===== config.mk =====
export PLATFORM = sky130hd
export DESIGN_NAME = audio_rx
export DESIGN_NICKNAME = d
export VERILOG_FILES = /design/src/rtl/audio_rx_pkg.sv /design/src/rtl/audio_rx_ctrl.sv /design/src/rtl/audio_rx_path.sv /design/src/rtl/audio_rx.sv
export SDC_FILE = /design/constraint.sdc
export NUM_CORES = 1
export LEC_CHECK = 0
export BUFFER_PORTS_ARGS = -buffer_cell sky130_fd_sc_hd__clkbuf_2
export CORE_ASPECT_RATIO = 2
export CORE_MARGIN = 5
export CORE_UTILIZATION = 53
export DETAILED_ROUTE_END_ITERATION = 6
export PLACE_DENSITY_LB_ADDON = 0.12
export SKIP_LAST_GASP = 1
export SLEW_MARGIN = 5
export SYNTH_ARGS = -nofsm -noshare
export SYNTH_HDL_FRONTEND = slang
export SYNTH_HIERARCHICAL = 1
export SYNTH_SLANG_ARGS = --single-unit

===== constraint.sdc =====
create_clock -name clk -period 3.09 [get_ports clk]
set_clock_uncertainty 0.15 [all_clocks]
set_input_delay 0.309 -clock clk [delete_from_list [all_inputs] [get_ports clk]]
set_output_delay 0.309 -clock clk [all_outputs]
set_load 0.01 [all_outputs]

===== src/rtl/audio_rx_pkg.sv =====
package audio_rx_pkg;

  localparam int SAMPLE_W = 24;

  typedef struct packed {
    logic shiftEn;    // rising bit clock edge: shift in one bit
    logic bitIn;      // data bit taken at that edge
    logic latchNew;   // word ends with the bit taken now
    logic latchOld;   // word ended with the previous bit
    logic chanRight;  // channel of the word or error
    logic flagErr;    // slot ended before a full word
  } strobe_t;

  function automatic int unsigned widthOf(input logic [1:0] sel);
    case (sel)
      2'd0:    return 16;
      2'd1:    return 18;
      2'd2:    return 20;
      default: return 24;
    endcase
  endfunction

  function automatic logic [SAMPLE_W-1:0] signExtend(input logic [SAMPLE_W-1:0] raw,
                                                     input logic [1:0] sel);
    logic [SAMPLE_W-1:0] res;
    int n;
    n = int'(widthOf(sel));
    for (int i = 0; i < SAMPLE_W; i++) begin
      res[i] = (i < n) ? raw[i] : raw[n-1];
    end
    return res;
  endfunction

endpackage


===== src/rtl/audio_rx_ctrl.sv =====
module audio_rx_ctrl
  import audio_rx_pkg::*;
#(
  parameter int CNT_W = 6
) (
  input  logic       clk,
  input  logic       rstN,
  input  logic       sclkIn,
  input  logic       fsIn,
  input  logic       sdIn,
  input  logic [1:0] fmtSel,
  input  logic [1:0] widthSel,
  output strobe_t    strobe
);

  localparam logic [CNT_W-1:0] CNT_MAX = {CNT_W{1'b1}};

  logic sclkQ, sclkPrev, fsQ, sdQ;
  logic fsLast, fsSeen, armed, done;
  logic [CNT_W-1:0] bitIdx, nextIdx, wordLen, msbTarget;
  logic [CNT_W:0]   halfLen;
  logic rise, isEdge, fmtI2s, fmtRj, chanNow, chanPrev;

  // input sampler
  always_ff @(posedge clk) begin
    if (!rstN) begin
      sclkQ    <= 1'b0;
      sclkPrev <= 1'b0;
      fsQ      <= 1'b0;
      sdQ      <= 1'b0;
    end else begin
      sclkQ    <= sclkIn;
      sclkPrev <= sclkQ;
      fsQ      <= fsIn;
      sdQ      <= sdIn;
    end
  end

  assign rise      = sclkQ & ~sclkPrev;
  assign isEdge    = fsSeen && (fsQ != fsLast);
  assign fmtI2s    = (fmtSel == 2'd1);
  assign fmtRj     = (fmtSel == 2'd2);
  assign chanNow   = fmtI2s ? fsQ : ~fsQ;
  assign chanPrev  = fmtI2s ? fsLast : ~fsLast;
  assign wordLen   = CNT_W'(widthOf(widthSel));
  assign msbTarget = fmtI2s ? wordLen : wordLen - 1'b1;
  assign halfLen   = {1'b0, bitIdx} + 1'b1;
  assign nextIdx   = isEdge ? '0 : ((bitIdx == CNT_MAX) ? bitIdx : bitIdx + 1'b1);

  always_comb begin
    strobe           = '0;
    strobe.shiftEn   = rise;
    strobe.bitIn     = sdQ;
    if (rise && armed) begin
      if (fmtRj) begin
        if (isEdge) begin
          strobe.chanRight = chanPrev;
          if (halfLen >= {1'b0, wordLen}) strobe.latchOld = 1'b1;
          else                            strobe.flagErr  = 1'b1;
        end
      end else begin
        if (isEdge && !done) begin
          strobe.flagErr   = 1'b1;
          strobe.chanRight = chanPrev;
        end else if (!isEdge && !done && nextIdx == msbTarget) begin
          strobe.latchNew  = 1'b1;
          strobe.chanRight = chanNow;
        end
      end
    end
  end

  // slot tracking
  always_ff @(posedge clk) begin
    if (!rstN) begin
      fsLast <= 1'b0;
      fsSeen <= 1'b0;
      armed  <= 1'b0;
      done   <= 1'b0;
      bitIdx <= '0;
    end else if (rise) begin
      fsSeen <= 1'b1;
      fsLast <= fsQ;
      bitIdx <= nextIdx;
      if (isEdge) begin
        armed <= 1'b1;
        done  <= 1'b0;
      end else if (strobe.latchNew) begin
        done  <= 1'b1;
      end
    end
  end


  latch_on_rise_chk: assert property (@(posedge clk) disable iff (!rstN)
    (strobe.latchNew || strobe.latchOld || strobe.flagErr) |-> rise);


  err_excl_chk: assert property (@(posedge clk) disable iff (!rstN)
    strobe.flagErr |-> !(strobe.latchNew || strobe.latchOld));


  armed_first_chk: assert property (@(posedge clk) disable iff (!rstN)
    (strobe.latchNew || strobe.latchOld) |-> fsSeen);

endmodule


===== src/rtl/audio_rx_path.sv =====
module audio_rx_path
  import audio_rx_pkg::*;
(
  input  logic                clk,
  input  logic                rstN,
  input  strobe_t             strobe,
  input  logic [1:0]          widthSel,
  output logic [SAMPLE_W-1:0] sampleOut,
  output logic                chanRight,
  output logic                sampleValid,
  output logic                frameErr
);

  logic [SAMPLE_W-1:0] shiftReg, withNew, rawWord;

  assign withNew = {shiftReg[SAMPLE_W-2:0], strobe.bitIn};
  assign rawWord = strobe.latchNew ? withNew : shiftReg;

  always_ff @(posedge clk) begin
    if (!rstN) begin
      shiftReg    <= '0;
      sampleOut   <= '0;
      chanRight   <= 1'b0;
      sampleValid <= 1'b0;
      frameErr    <= 1'b0;
    end else begin
      if (strobe.shiftEn) shiftReg <= withNew;
      sampleValid <= strobe.latchNew | strobe.latchOld;
      frameErr    <= strobe.flagErr;
      if (strobe.latchNew || strobe.latchOld) begin
        sampleOut <= signExtend(rawWord, widthSel);
        chanRight <= strobe.chanRight;
      end else if (strobe.flagErr) begin
        chanRight <= strobe.chanRight;
      end
    end
  end


  valid_pulse_chk: assert property (@(posedge clk) disable iff (!rstN)
    sampleValid |=> !sampleValid);


  valid_err_chk: assert property (@(posedge clk) disable iff (!rstN)
    !(sampleValid && frameErr));


  sext16_chk: assert property (@(posedge clk) disable iff (!rstN)
    (sampleValid && widthSel == 2'd0) |->
      ($countones(sampleOut[SAMPLE_W-1:15]) == 0 || $countones(sampleOut[SAMPLE_W-1:15]) == 9));

endmodule


===== src/rtl/audio_rx.sv =====
module audio_rx
  import audio_rx_pkg::*;
#(
  parameter int CNT_W = 6
) (
  input  logic                clk,
  input  logic                rstN,
  input  logic                sclkIn,
  input  logic                fsIn,
  input  logic                sdIn,
  input  logic [1:0]          fmtSel,
  input  logic [1:0]          widthSel,
  output logic [SAMPLE_W-1:0] sampleOut,
  output logic                chanRight,
  output logic                sampleValid,
  output logic                frameErr
);

  strobe_t strobe;

  audio_rx_ctrl #(.CNT_W(CNT_W)) ctrl (
    .clk(clk), .rstN(rstN), .sclkIn(sclkIn), .fsIn(fsIn), .sdIn(sdIn),
    .fmtSel(fmtSel), .widthSel(widthSel), .strobe(strobe)
  );

  audio_rx_path path (
    .clk(clk), .rstN(rstN), .strobe(strobe), .widthSel(widthSel),
    .sampleOut(sampleOut), .chanRight(chanRight),
    .sampleValid(sampleValid), .frameErr(frameErr)
  );

endmodule


Yosys cells after proc, flatten, opt, wreduce, memory -nomap -nowiden
Index checks and enable logic that the tools add are counted.

storage, ports and cells
  bits in registers = 65
  input port bits = 9
  logic and storage cells = 121

operators by class
  add/subtract/negate cells = 4
  magnitude comparators = 26
  eq/ne operators = 7
  muxes and demuxes = 52
  bitwise logic cells = 5
  reductions and logical operators = 13

operators with widths
  kind                   number
  $lt 5x32->1 const A    8
  $lt 6x32->1 const A    8
  $lt 4x32->1 const A    4
  $lt 3x32->1 const A    2
  $mux 32                2
  $mux 1                 41
  $lt 1x32->1 const A    1
  $lt 2x32->1 const A    1
  $lt 32x7->1 const B    1
  $sub 32x2->32 const B  1
  $mux 24                1
  $mux 6                 3
  $pmux 4 s3             1
  $add 6x1->7 const B    1
  $ge 7x6->1             1
  $add 6x1->6 const B    1
  $eq 6x6->1             1
  $eq 6x6->1 const B     1
  $sub 6x1->6 const B    1
  $bmux 1 s5             1
  $logic_and 1x1->1      5
  $eq 2x1->1 const B     2
  $eq 2x2->1 const B     2
  $mux 4                 1
  other kinds (11)       16

Depth between registers and ports, before layout
Gate-level depths: netlist of run 1.

  word-level depth = 18
  mapped depth = 13
  depth with buffers taken out = 12

By module
Netlist of run 1, hierarchy kept.

by module, submodules not included
  module         instances  cells an instance  area each (µm²)
  audio_rx_path  1          238                2358.5
  audio_rx_ctrl  1          142                1143.6

Worst setup path before layout of run 1
OpenSTA, ideal clock, no wires.

  kind = reg-to-reg
  from = register ctrl.bitIdx[1]
  to = register path.sampleOut[20]
  arrival = 3.133 ns
  required time = 2.819 ns
  setup slack = -0.313 ns
  cell stages (with the launch flop) = 12
  buffers on the path = 0
  cells stage by stage = dfxtp_1 > ha_1 > nand3_1 > nor2_1 > xnor2_1 > mux2i_1 > a21oi_1 > nor4b_1 > nor2_1 > or3b_2 > o22ai_2 > nor2_1

RTL lines
  element                 RTL line             RTL
  start, declared         audio_rx_ctrl.sv:20  logic [CNT_W-1:0] bitIdx, nextIdx, wordLen, msbTarget;
  start signal, assigned  audio_rx_ctrl.sv:84  bitIdx <= nextIdx;
  end signal, assigned    audio_rx_path.sv:31  sampleOut <= signExtend(rawWord, widthSel);
  end, declared           audio_rx_path.sv:8   output logic [SAMPLE_W-1:0] sampleOut,

==> results.toml, run 1 <==
[worst_setup_path]
critPathRequiredTime_ns = 3.15
r2r_end = "path/sampleOut[23]$_SDFFE_PN0P_"
worstSetupStartpointType = "flip-flop"
crit_cells = 13
cp_data_arrival_time_ns = 2.99
critPathKind = "flip-flop to flip-flop"
worst-path-max-fanout = 14
worst_path_largest_cell_delay_ns = 0.35
slowest_stage = "nor4_4"
r2r_start = "ctrl/bitIdx[1]$_SDFFE_PN0P_"
crit_path_cell_trace = "ha_4, inv_1, ha_1, a21bo_2, a21o_1, a21oi_1, o21a_1, nor4_4, buf_4, nand2_1, o22a_1, o221ai_1, nor2_1"
r2r_setup_slack_ns = 0.16
cpLargestDelayFamily = "compound AO/OA/AOI/OAI gates"
crit_start = "ctrl/bitIdx[1]$_SDFFE_PN0P_"
endpoint_kind = "flip-flop"
crit_end = "path/sampleOut[23]$_SDFFE_PN0P_"
reg2regPathDepth = 13
critical_path_buf_inv_count = 2

[pwr]
ir_worst_vdd_mv = 0.419
power_density_mw_per_mm2 = 465
finalPower_mw = 1.95
leakagePower_nw = 1.66

[yosys]
synth.avg_cell_area_um2 = 9.22
synth_edf_count = 0
ys_warn_count = 6
synth_nets = 402
syn_area_mm2 = 0.00350
ys_ff_latch = 65
async_reset_ff_frac = 0
synth_cells = 380
yosys_most_used_dff = "dfxtp_1"
yosysUniqueCellTypes = 51
yosysSeqAreaShare = 0.372

[cts]
clk_root_buffer_cell = "clkbuf_16"
cts_tree = "yes"
numCtsBuffers = 9
cts_buffer_depth = 2
htree_levels = 3
insertion_delay_ns = 0.33
cts_sinks = 65
path_clk_slew_ns = 0.05

[routing]
first_iter_violations = 220
ant_nets = 0
vias_per_cell = 5.45
wl_per_cell_um = 14.7
vias = 2820
wirelength_um = 7580
first_pass_iters = 4
route.detailed.drc = 0

[placed_design]
place.gp.congestion = 0.857
place_area_mm2 = 0.00383
dp_hpwl_um = 5210
port_buffers = 35

[cells_and_area]
layout_common_cells = "dfxtp_1, mux2i_1, clkbuf_2, nand2_1, nor2b_1"
multiInputGateArea_mm2 = 0.00213
diodes = 0
fin_nets = 446
seq_area_mm2 = 0.00131
areaGrowthSynthToFinish_pct = 20.1
reg_top3 = "path/sampleOut (24), path/shiftReg (24), ctrl/bitIdx (6)"
final_area_mm2 = 0.00421
nFillCells = 615
layout_commonest_cell = "dfxtp_1"
layout-drive-gt1-share = 0.240

[floorplan]
ios = 36
core_area_mm2 = 0.00652
fp.dieW_um = 67.5
start_util = 0.537
die_h_um = 125
die_area_mm2 = 0.00843
num_rows = 42

[grt]
grt_max_degree = 41
grt.total_usage = 0.191
gr-total-overflow = 0
antenna_found_initial = 0
grt_pass1_wl_um = 12600
grt_pass1_vias = 2818

[timing]
period_needed_ns = 2.93
rsz0062_at_grt = "yes"
relSlewSlack = 0.542
fin_crit_sh = 0.948
timing.final.max_slew_violations = 0
setup_viol = 0
max_freq_mhz = 341
final-hold-violation-count = 0
worstMarginPinSlew_ns = 0.669

[run_status]
outcome = "finished, final reports clean"

[run]
max-cap-violations = 0

[hold_path]
hp-class = "primary input to flip-flop"
worst min path at each step:
stage	to	cells past startpoint	start	slack [ns]
after floorplan	ctrl/fsQ$_SDFF_PN0_	1	fsIn	0.28
after detailed placement	ctrl/sclkPrev$_SDFF_PN0_	1	ctrl/sclkQ$_SDFF_PN0_	0.31
after CTS	ctrl/fsQ$_SDFF_PN0_	2	fsIn	0.02
after global placement	ctrl/sclkPrev$_SDFF_PN0_	1	ctrl/sclkQ$_SDFF_PN0_	0.30
after global routing	ctrl/sclkQ$_SDFF_PN0_	2	sclkIn	0.03
final	ctrl/fsQ$_SDFF_PN0_	2	fsIn	0.03
metal layers:
metal / wire [um] / vias to the layer above / global-route usage / share of wire
li1: - / 1420 / - / -
met1: 3300 / 1324 / 0.234 / 0.44
met2: 3850 / 66 / 0.302 / 0.51
met3: 278 / 10 / 0.0467 / 0.037
met4: 146 / 0 / 0.0969 / 0.019
met5: 0 / - / 0 / 0
per-stage QoR:
step | utilization | cells | TNS, ns | hold slack, ns | worst slack (ns)
floorplan | - | 380 | 0 | 0.281 | 0.0166
global placement | 0.588 | 498 | 0 | 0.295 | 0.0301
detailed placement | 0.588 | 498 | -0.407 | 0.311 | -0.0822
CTS | 0.634 | 514 | 0 | 0.0162 | 0.0294
global route | 0.645 | 517 | -0.126 | 0.0332 | -0.0581
finish | 0.645 | 517 | 0 | 0.0291 | 0.161
cells by family (layout without fill, tap and decap cells):
group | Yosys count | count (layout) | synth area share
simple gates | 131 | 131 | 0.202
buf+inv | 33 | 82 | 0.0432
compound gates | 73 | 73 | 0.143
mux | 56 | 56 | 0.172
xor+xnor | 9 | 9 | 0.0225
fa+ha+maj | 13 | 13 | 0.0464
flops | 65 | 65 | 0.372
power by group:
group	switching [mW]	internal [mW]
logic	0.0717	0.0571
clock network	0.354	0.622
registers	0.00491	0.845
cells in the mapped netlist (3+ instances only):
| cell type | instances | area [um^2] |
|---|---|---|
| nor2b_1 | 31 | 194 |
| buf_1 | 4 | 15.0 |
| o221ai_1 | 6 | 52.6 |
| o21ai_0 | 24 | 120 |
| buf_2 | 4 | 20.0 |
| and2_1 | 24 | 150 |
| o21a_1 | 3 | 22.5 |
| dfxtp_1 | 65 | 1300 |
| a21oi_1 | 14 | 70.1 |
| nand3_1 | 9 | 45.0 |
| o22a_1 | 6 | 52.6 |
| o31ai_1 | 3 | 22.5 |
| nand2_1 | 32 | 120 |
| xnor2_1 | 4 | 35.0 |
| ha_1 | 13 | 163 |
| nor3_1 | 7 | 35.0 |
| inv_1 | 9 | 33.8 |
| mux2_2 | 7 | 78.8 |
| nor2_1 | 11 | 41.3 |
| nand2b_1 | 5 | 31.3 |
| xor2_1 | 5 | 43.8 |
| mux2i_1 | 44 | 440 |
| a211oi_1 | 4 | 30.0 |
| clkbuf_1 | 11 | 41.3 |
repair_timing:
item,4_1_cts,5_1_grt
pin swaps,0,6
hold buffers,0,0
gates resized for setup,2,15
setup buffers,0,3
setup endpoints to repair,8,9
final cells by class:
class | count | share of cell area
Clock buffer | 11 | 0.0553
Clock inverter | 5 | 0.0134
Inverter | 10 | 0.00893
Multi-Input combinational cell | 282 | 0.507
Sequential cell | 65 | 0.310
Tap cell | 88 | 0.0262
Timing Repair Buffer | 56 | 0.0791
No activity file was read; power rests on OpenSTA's default activity.
==> run 2: changes to the inputs <==
--- a/config.mk
+++ b/config.mk
@@ -8,7 +8,7 @@
 export BUFFER_PORTS_ARGS = -buffer_cell sky130_fd_sc_hd__clkbuf_2
 export CORE_ASPECT_RATIO = 2
 export CORE_MARGIN = 5
-export CORE_UTILIZATION = 53
+export CORE_UTILIZATION = 50
 export DETAILED_ROUTE_END_ITERATION = 6
 export PLACE_DENSITY_LB_ADDON = 0.12
 export SKIP_LAST_GASP = 1
==> run 2 against run 1 <==
  * Register-to-register slack got worse by 0.04 ns
  * Sequential cell count unchanged
  * First-iteration DRC count fell by 47%
  * Sequential power is essentially flat
  * Design area increased by 2.1%
  * Core utilization decreased by 2.2 points
  * Critical path depth down 1
  * Critical endpoint is now path/sampleOut[22]$_SDFFE_PN0P_
  * Largest cell class unchanged
==> results.toml, run 2 (synthesized netlist as in run 1, its figures left out) <==
[run_status]
outcome = "finished, final reports clean"

[grt]
gr-total-overflow = 0
grt_pass1_wl_um = 13400
met3_usage = 0.0414
grt_use_met1 = 0.188
grt.met2_usage = 0.361
grt_pass1_vias = 2867
grt_max_degree = 41
grt.total_usage = 0.190
top_usage_layer = "met2"
antenna_found_initial = 0

[hold_path]
min_from = "fsIn"
whs_endpoint = "ctrl/fsQ$_SDFF_PN0_"
min_path_cells = 2
hp-class = "primary input to flip-flop"

[timing]
period_needed_ns = 2.97
timing.final.max_slew_violations = 0
setup_viol = 0
max_freq_mhz = 336
rsz0062_at_grt = "no"
fin_crit_sh = 0.962
relSlewSlack = 0.584
hold_slack_ns = 0.0260
worstMarginPinSlew_ns = 0.625
tns_ns = 0
timing.final.ws_setup_ns = 0.118
final-hold-violation-count = 0

[cts]
numCtsBuffers = 9
insertion_delay_ns = 0.33
cts_buffer_depth = 2
hold_buffers = 0
htree_levels = 3
clk_root_buffer_cell = "clkbuf_16"
cts_sinks = 65
cts_tree = "yes"
path_clk_slew_ns = 0.05

[floorplan]
die_area_mm2 = 0.00888
fp.dieW_um = 69.2
core_area_mm2 = 0.00689
die_h_um = 128
num_rows = 43
start_util = 0.509
ios = 36

[cells_and_area]
instances_no_fill = 526
nFillCells = 642
reg_top3 = "path/sampleOut (24), path/shiftReg (24), ctrl/bitIdx (6)"
fin_nets = 453
layout_common_cells = "dfxtp_1, mux2i_1, clkbuf_2, nand2_1, nor2b_1"
final_util = 0.624
layout-drive-gt1-share = 0.243
diodes = 0
areaGrowthSynthToFinish_pct = 22.7
layout_commonest_cell = "dfxtp_1"

[routing]
vias_per_cell = 5.39
vias = 2836
first_pass_iters = 4
ant_nets = 0
route.detailed.drc = 0
wl_per_cell_um = 15.1
wirelength_um = 7940
first_iter_violations = 116

[worst_setup_path]
reg2regPathDepth = 12
worstSetupStartpointType = "flip-flop"
worst_path_largest_cell_delay_ns = 0.49
r2r_end = "path/sampleOut[22]$_SDFFE_PN0P_"
worst-path-max-fanout = 4
critPathKind = "flip-flop to flip-flop"
endpoint_kind = "flip-flop"
cp_data_arrival_time_ns = 3.04
critPathRequiredTime_ns = 3.16
r2r_start = "ctrl/bitIdx[0]$_SDFFE_PN0P_"
r2r_setup_slack_ns = 0.12
crit_path_cell_trace = "ha_4, buf_4, xor2_2, ha_1, a21o_1, a21oi_1, o21a_1, nor4_4, nor2_1, or3b_2, o22ai_4, nor2_1"
slowest_stage = "or3b_2"
crit_path_frequent_cell = "nor2_1"

[pwr]
ir_worst_vdd_mv = 0.325
power_density_mw_per_mm2 = 471
leakagePower_nw = 1.71

[placed_design]
dp_hpwl_um = 5780
port_buffers = 35
place.gp.congestion = 0.987
pre_cts_ws_ns = -0.0880
post-place-cells = 507

[run]
max-cap-violations = 0
-- run 2: cell count changes in the layout (fill, tap and decap cells not counted), sizes merged --
cell / change
clkinv: -2
clkbuf: +1
buf: +7
clkinvlp: +1
-- run 2: layer usage --
metal  vias to the layer above  part of all wire
met5                         -                 0
met4                         0             0.032
met3                        21             0.031
met2                        56              0.57
met1                      1323              0.37
li1                       1436                 -
-- run 2: through the flow --
stage / instance area [um^2] / total power [mW]
2_1_floorplan: 3520 / 0.957
3_3_place_gp: 3910 / 0.999
3_5_place_dp: 3910 / 1.00
4_1_cts: 4250 / 2.05
5_1_grt: 4300 / 2.11
6_report: 4300 / 2.02
-- run 2: layout make-up --
class	count	area, um^2	share of cell area
Tap cell	90	113	0.0262
Timing Repair Buffer	63	414	0.0964
Inverter	10	37.5	0.00874
Sequential cell	65	1300	0.304
Clock inverter	4	50.0	0.0117
Clock buffer	12	267	0.0620
Multi-Input combinational cell	282	2110	0.491
-- run 2: worst max-delay path, delay by kind of cell, from the launching register on --
family          cells  cell delay, ns
fa+ha+maj           2            0.46
flops               1            0.33
buf+inv             1            0.15
simple gates        4            1.01
xor+xnor            1            0.16
compound gates      4            0.58
-- run 2: how the worst max path moves through the flow --
stage                     slack [ns]                         from                              end  cells past startpoint
final                           0.12  ctrl/bitIdx[0]$_SDFFE_PN0P_  path/sampleOut[22]$_SDFFE_PN0P_                     12
after detailed placement       -0.09  ctrl/bitIdx[1]$_SDFFE_PN0P_  path/sampleOut[19]$_SDFFE_PN0P_                     13
after global routing           0.005  ctrl/bitIdx[0]$_SDFFE_PN0P_  path/sampleOut[19]$_SDFFE_PN0P_                     11
after global placement         -0.02  ctrl/bitIdx[0]$_SDFFE_PN0P_  path/sampleOut[19]$_SDFFE_PN0P_                     13
after CTS                      0.006  ctrl/bitIdx[0]$_SDFFE_PN0P_  path/sampleOut[22]$_SDFFE_PN0P_                     12
after floorplan                 0.02  ctrl/bitIdx[1]$_SDFFE_PN0P_  path/sampleOut[20]$_SDFFE_PN0P_                      9
-- run 2: power breakdown --
part	switching, mW	internal, mW
registers	0.00471	0.845
clock network	0.351	0.687
logic	0.0750	0.0600
-- run 2: timing repair --
item / in CTS / in global routing
pin swaps: 0 / 3
resized for setup: 4 / 6
hold endpoints to repair: 0 / 0
endpoints found under the setup margin: 19 / 20
buffers inserted: 0 / 3
